## config.mk

```make
export PLATFORM = sky130hd
export DESIGN_NAME = iq_sample_demux
export DESIGN_NICKNAME = d
export VERILOG_FILES = /design/src/rtl/iq_demux_pkg.sv /design/src/rtl/iq_demux_route.sv /design/src/rtl/iq_demux_delay.sv /design/src/rtl/iq_demux_ctrl.sv /design/src/rtl/iq_sample_demux.sv
export SDC_FILE = /design/constraint.sdc
export NUM_CORES = 1
export LEC_CHECK = 0
export BUFFER_PORTS_ARGS = -buffer_cell sky130_fd_sc_hd__buf_2
export CORE_ASPECT_RATIO = 1.4
export CORE_MARGIN = 5
export CORE_UTILIZATION = 54
export CTS_BUF_LIST = sky130_fd_sc_hd__clkbuf_2 sky130_fd_sc_hd__clkbuf_4 sky130_fd_sc_hd__clkbuf_8
export CTS_CLUSTER_DIAMETER = 100
export DETAILED_ROUTE_END_ITERATION = 8
export HOLD_SLACK_MARGIN = 0.1
export PLACE_DENSITY = 0.83
export SLEW_MARGIN = 20
export SYNTH_ARGS = -nofsm -noshare
export SYNTH_HDL_FRONTEND = slang
export SYNTH_SLANG_ARGS = --single-unit
```

## constraint.sdc

```tcl
create_clock -name clk_i -period 1.25 [get_ports clk_i]
set_input_delay 0.1875 -clock clk_i [delete_from_list [all_inputs] [get_ports clk_i]]
set_output_delay 0.1875 -clock clk_i [all_outputs]
set_load 0.02 [all_outputs]
```

## src/rtl/iq_demux_pkg.sv

```systemverilog
package iq_demux_pkg;
  typedef struct packed {
    logic interleave;
    logic demux;
    logic ext_ctrl;
    logic q_sel;
  } mode_t;
endpackage

```

## src/rtl/iq_demux_route.sv

```systemverilog
module iq_demux_route
  import iq_demux_pkg::*;
#(
  parameter int W = 8
) (
  input  mode_t        mode_i,
  input  logic [W-1:0] i_fall_i,
  input  logic [W-1:0] i_rise_i,
  input  logic [W-1:0] q_fall_i,
  input  logic [W-1:0] q_rise_i,
  output logic [W-1:0] lane_a_o,
  output logic [W-1:0] lane_b_o
);
  logic src_q;
  assign src_q = mode_i.ext_ctrl & mode_i.q_sel;

  always_comb begin
    if (mode_i.interleave) begin
      lane_a_o = src_q ? q_fall_i : i_fall_i;
      lane_b_o = src_q ? q_rise_i : i_rise_i;
    end else begin
      lane_a_o = i_fall_i;
      lane_b_o = q_fall_i;
    end
  end
endmodule

```

## src/rtl/iq_demux_delay.sv

```systemverilog
module iq_demux_delay #(
  parameter int W     = 8,
  parameter int DEPTH = 14
) (
  input  logic                     clk_i,
  input  logic                     rst_ni,
  input  logic [W-1:0]             d_i,
  output logic [DEPTH-1:0][W-1:0]  taps_o
);
  for (genvar s = 0; s < DEPTH; s++) begin : g_stage
    always_ff @(posedge clk_i or negedge rst_ni) begin
      if (!rst_ni) taps_o[s] <= '0;
      else if (s == 0) taps_o[s] <= d_i;
      else taps_o[s] <= taps_o[(s == 0) ? 0 : s-1];
    end
  end
endmodule

```

## src/rtl/iq_demux_ctrl.sv

```systemverilog
module iq_demux_ctrl
  import iq_demux_pkg::*;
#(
  parameter int FILL = 14
) (
  input  logic  clk_i,
  input  logic  rst_ni,
  input  mode_t mode_i,
  output mode_t mode_q_o,
  output logic  update_o,
  output logic  valid_d_o
);
  localparam int CW = $clog2(FILL + 1);
  localparam logic [CW-1:0] FULL = CW'(FILL);

  logic [CW-1:0] cnt_q;
  logic          phase_q;
  logic          change;

  assign change = (mode_i != mode_q_o);

  always_ff @(posedge clk_i or negedge rst_ni) begin
    if (!rst_ni) begin
      mode_q_o <= '0;
      phase_q  <= 1'b1;  // first edge then matches a mode change
      cnt_q    <= '0;
    end else begin
      mode_q_o <= mode_i;
      phase_q  <= change ? 1'b0 : ~phase_q;
      if (change)             cnt_q <= CW'(1);
      else if (cnt_q != FULL) cnt_q <= cnt_q + CW'(1);
    end
  end

  assign update_o  = !mode_q_o.demux || phase_q;
  assign valid_d_o = !change && (cnt_q == FULL) && update_o;
endmodule

```

## src/rtl/iq_sample_demux.sv

```systemverilog
module iq_sample_demux
  import iq_demux_pkg::*;
#(
  parameter int W   = 8,
  parameter int LAT = 13
) (
  input  logic         clk_i,
  input  logic         rst_ni,
  input  logic         interleave_i,
  input  logic         demux_i,
  input  logic         ext_ctrl_i,
  input  logic         q_sel_i,
  input  logic [W-1:0] i_fall_i,
  input  logic [W-1:0] i_rise_i,
  input  logic [W-1:0] q_fall_i,
  input  logic [W-1:0] q_rise_i,
  output logic [W-1:0] di_o,
  output logic [W-1:0] did_o,
  output logic [W-1:0] dq_o,
  output logic [W-1:0] dqd_o,
  output logic [3:0]   oe_o,
  output logic         valid_o
);
  localparam int DEPTH = LAT + 1;

  mode_t mode_in, mode_q;
  logic [W-1:0] lane_a, lane_b;
  logic [DEPTH-1:0][W-1:0] taps_a, taps_b;
  logic update, valid_d;
  logic [W-1:0] di_q, did_q, dq_q, dqd_q;

  assign mode_in = '{interleave: interleave_i, demux: demux_i,
                     ext_ctrl: ext_ctrl_i, q_sel: q_sel_i};

  iq_demux_route #(.W(W)) u_route (
    .mode_i(mode_in), .i_fall_i(i_fall_i), .i_rise_i(i_rise_i),
    .q_fall_i(q_fall_i), .q_rise_i(q_rise_i),
    .lane_a_o(lane_a), .lane_b_o(lane_b)
  );

  iq_demux_delay #(.W(W), .DEPTH(DEPTH)) u_dly_a (
    .clk_i(clk_i), .rst_ni(rst_ni), .d_i(lane_a), .taps_o(taps_a)
  );

  // rising-edge lane: same stage count, half-period older by sampling
  iq_demux_delay #(.W(W), .DEPTH(DEPTH)) u_dly_b (
    .clk_i(clk_i), .rst_ni(rst_ni), .d_i(lane_b), .taps_o(taps_b)
  );

  iq_demux_ctrl #(.FILL(DEPTH)) u_ctrl (
    .clk_i(clk_i), .rst_ni(rst_ni), .mode_i(mode_in),
    .mode_q_o(mode_q), .update_o(update), .valid_d_o(valid_d)
  );

  always_ff @(posedge clk_i or negedge rst_ni) begin
    if (!rst_ni) begin
      di_q <= '0; did_q <= '0; dq_q <= '0; dqd_q <= '0;
      valid_o <= 1'b0;
    end else begin
      valid_o <= valid_d;
      if (update) begin
        di_q  <= taps_a[LAT-1];
        did_q <= taps_a[LAT];
        dq_q  <= taps_b[LAT-1];
        dqd_q <= taps_b[LAT];
      end
    end
  end

  assign oe_o  = {mode_q.demux, 1'b1, mode_q.demux, 1'b1};
  assign di_o  = di_q;
  assign dq_o  = dq_q;
  assign did_o = oe_o[1] ? did_q : '0;
  assign dqd_o = oe_o[3] ? dqd_q : '0;
endmodule

```

==> metrics.md <==
| Metric | Value |
|---|---|
| Final hold vios | `0` |
| Crit path launch type | `flip-flop` |
| Row cnt | `52` |
| Min-delay worst type | `in2async` |
| Leading cell types in the layout, fill and taps excluded | `264 x dfrtp_1, 55 x clkbuf_8, 41 x buf_6` |
| TritonRoute pass-1 iters | `4` |
| Fmax | `636 MHz` |
| Total inserted antenna cells | `0` |
| Vias per Instance | `4.79` |
| Status | `complete, but fails checks` |
| Critical-path maximum fanout | `8` |
| Kind of critical path | `reg2out` |
| Final core utilization | `72.8%` |
| Core area | `14300 µm²` |
| Top Layer Used | `met4` |
| Clk Latency, worst-skew pair | `0.52 ns` |
| Fin. max-slew vios | `0` |
| Top-Level Pins | `75` |
| Largest net degree at the start of global routing | `60` |
| IO buf count | `72` |
| Number of library cell types mapped by synthesis | `28` |
| Met1 WL | `4960 µm` |
| Yosys warning total | `0` |
| Critical Path AT | `1.38 ns` |
| Worst endpoint required time | `1.06 ns` |
| Synthesized flop and latch total | `266` |
| Antenna Nets Post-Route | `0` |
| Antenna violations before repair | `0` |
| Final number of setup-violating endpoints | `58` |
| Synth top area cells | `dfrtp_1 85%, mux2_4 5.6%, mux2_2 1.6%` |
| Clock buffer depth | `3` |
| Final Worst Setup Slack | `-0.321 ns` |
| GRT Total Usage | `18.1%` |
| Vias in the first global route | `4646` |
| DR WL met2 | `8730 µm` |
| Die Span Y | `152 µm` |
| Post-Syn Instances | `382` |
| Area Overhead vs Synth | `34.1%` |
| R2R depth | `7` |
| CTS tree | `built` |
| Layout cell share with drive strength beyond 1 | `43.4%` |
| Routed wl met3 | `772 µm` |
| Syn Area/Cell | `20.3 µm²` |
| GR Overflow Total | `0` |
| Cell Pwr Density | `1780 nW/µm²` |
| Leakage power | `4.91 nW` |
| Maximum VDD drop | `0.00101 V` |
| Fraction of the yosys area taken by sequential cells | `85.7%` |
| Tcrit/Tclk final | `126%` |
| Number of remaining DRC errors | `0` |
| CTS H-tree depth | `2` |
| Die area | `16900 µm²` |
| Root buffer cell | `clkbuf_8` |
| CP endpoint kind | `primary output` |
| Total CTS buffers | `39` |
| DR WL/cell | `19.1 µm` |
| Total wire length | `15000 µm` |
| Routability cong. | `0.716` |
| Clock period minus worst slack | `1.57 ns` |
| Hpwl dp | `7360 µm` |
| Die W | `111 µm` |
| Total number of vias | `3777` |
| Worst hold slack | `0.204 ns` |
| Worst Skew | `0.0218 ns` |
| Max_cap viols | `0` |
| RSZ-0062 raised after global routing | `yes` |
| Post-synth top area cell | `dfrtp_1` |
| Final net count | `613` |
| Setup_tns | `-13.54 ns` |
| Synthesized area | `7770 µm²` |
| Fill count | `790` |
| Initial DRC Count | `154` |
| Violated checks | `negative setup slack` |
| Synth top area share | `85.4%` |
| Starting Density | `54.3%` |
| Reg clk slew, reported paths | `0.08 ns` |
| First-pass GRT wire length | `24000 µm` |
| Commonest non-fill, non-tap cell in the layout | `dfrtp_1` |
| Sink Count | `266` |
[Yosys cell counts]
cell and n:
nor3b_1 2, clkbuf_1 2, nand2b_1 1, buf_2 1
a21oi_1 9, a211oi_1 1, conb_1 1, buf_4 4
buf_6 1, dfstp_2 1, a31oi_1 1, nand4_1 1
nor2_1 10, ha_1 2, dfrtp_1 265, and2_1 10
buf_12 3, mux2_2 11, and2_2 6, nor3_1 1
mux2i_1 8, nand3_1 2, inv_1 1, nand2b_2 1
nand2_2 1, xnor2_1 6, nand3_2 1, mux2_4 29
[flip-flops by register name (all words and copies together) (netlist names)]
register and count:
u_ctrl.phase_q 1, di_o 8, dq_o 8, u_ctrl.cnt_q 4, u_dly_b.taps_o 112, valid_o 1
u_dly_a.taps_o 112, did_q 8, dqd_q 8, u_ctrl.mode_q_o 4
[cell type report]
type,count,area (µm²),share of cell area (%)
flip-flops and latches,266,6660,63.9
clock buffers,62,810,7.77
inverters,1,3.75,0.0360
repair buffers,160,1570,15.1
clock inverters,5,25.0,0.240
multi-input cells,105,1110,10.7
well taps,189,236,2.27
[cells by family after synthesis]
| kind of cell | share of synthesized area [%] |
|---|---|
| mux | 8.23 |
| other cells | 0.0483 |
| simple gates | 2.74 |
| fa+ha+maj | 0.322 |
| buf+inv | 1.51 |
| compound gates | 0.757 |
| xor+xnor | 0.677 |
| flops | 85.7 |
[power by group]
| group | leakage (nW) | internal (mW) | switching, mW |
|---|---|---|---|
| Combinational | 1.40 | 0.984 | 0.745 |
| Sequential | 3.06 | 9.34 | 0.318 |
| Clock | 0.447 | 4.09 | 3.01 |
| Total | 4.91 | 14.4 | 4.08 |
[per-layer routing]
| metal | GRT usage (%) | up-vias |
|---|---|---|
| li1 | - | 1622 |
| met1 | 18.8 | 1965 |
| met2 | 34.1 | 144 |
| met3 | 4.50 | 46 |
| met4 | 7.71 | 0 |
| met5 | 0 | - |
[worst max-delay path, stage by stage (launching register included)]
cell and delay, ns:
dfrtp_2 0.45, buf_6 0.16, and2_4 0.15, buf_6 0.12
[worst paths after layout]
| check | to | from | slack, ns |
|---|---|---|---|
| max in group asynchronous | u_dly_a.taps_o[51] | rst_ni | 0.46 |
| min reg2reg | u_dly_b.taps_o[80] | u_dly_b.taps_o[72] | 0.33 |
| min | did_q[7] | rst_ni | 0.20 |
| max | dqd_o[7] | u_ctrl.mode_q_o[2] | -0.32 |
| max reg2reg | dqd_q[1] | u_ctrl.mode_q_o[2] | -0.31 |
| min in group clk_i | u_dly_b.taps_o[80] | u_dly_b.taps_o[72] | 0.33 |
[stage by stage]
stage	total power [mW]	worst slack, ns	instances	cell area (µm²)
4_1_cts	18.5	-0.352	780	10300
3_3_place_gp	10.8	-0.0720	654	8520
3_5_place_dp	10.9	-0.199	654	8520
6_report	18.5	-0.321	788	10400
2_1_floorplan	10.3	-0.0456	383	7770
5_1_grt	19.3	-0.364	788	10400
[repair_timing]
action	4_1_cts	5_1_grt
hold buffers	37	0
gates resized for setup	101	12
pin swaps	4	1
cloned	4	1
hold endpoints to repair	287	0
buffers inserted	18	8
setup endpoints to repair	72	73
(Power assumes the default switching activity.)
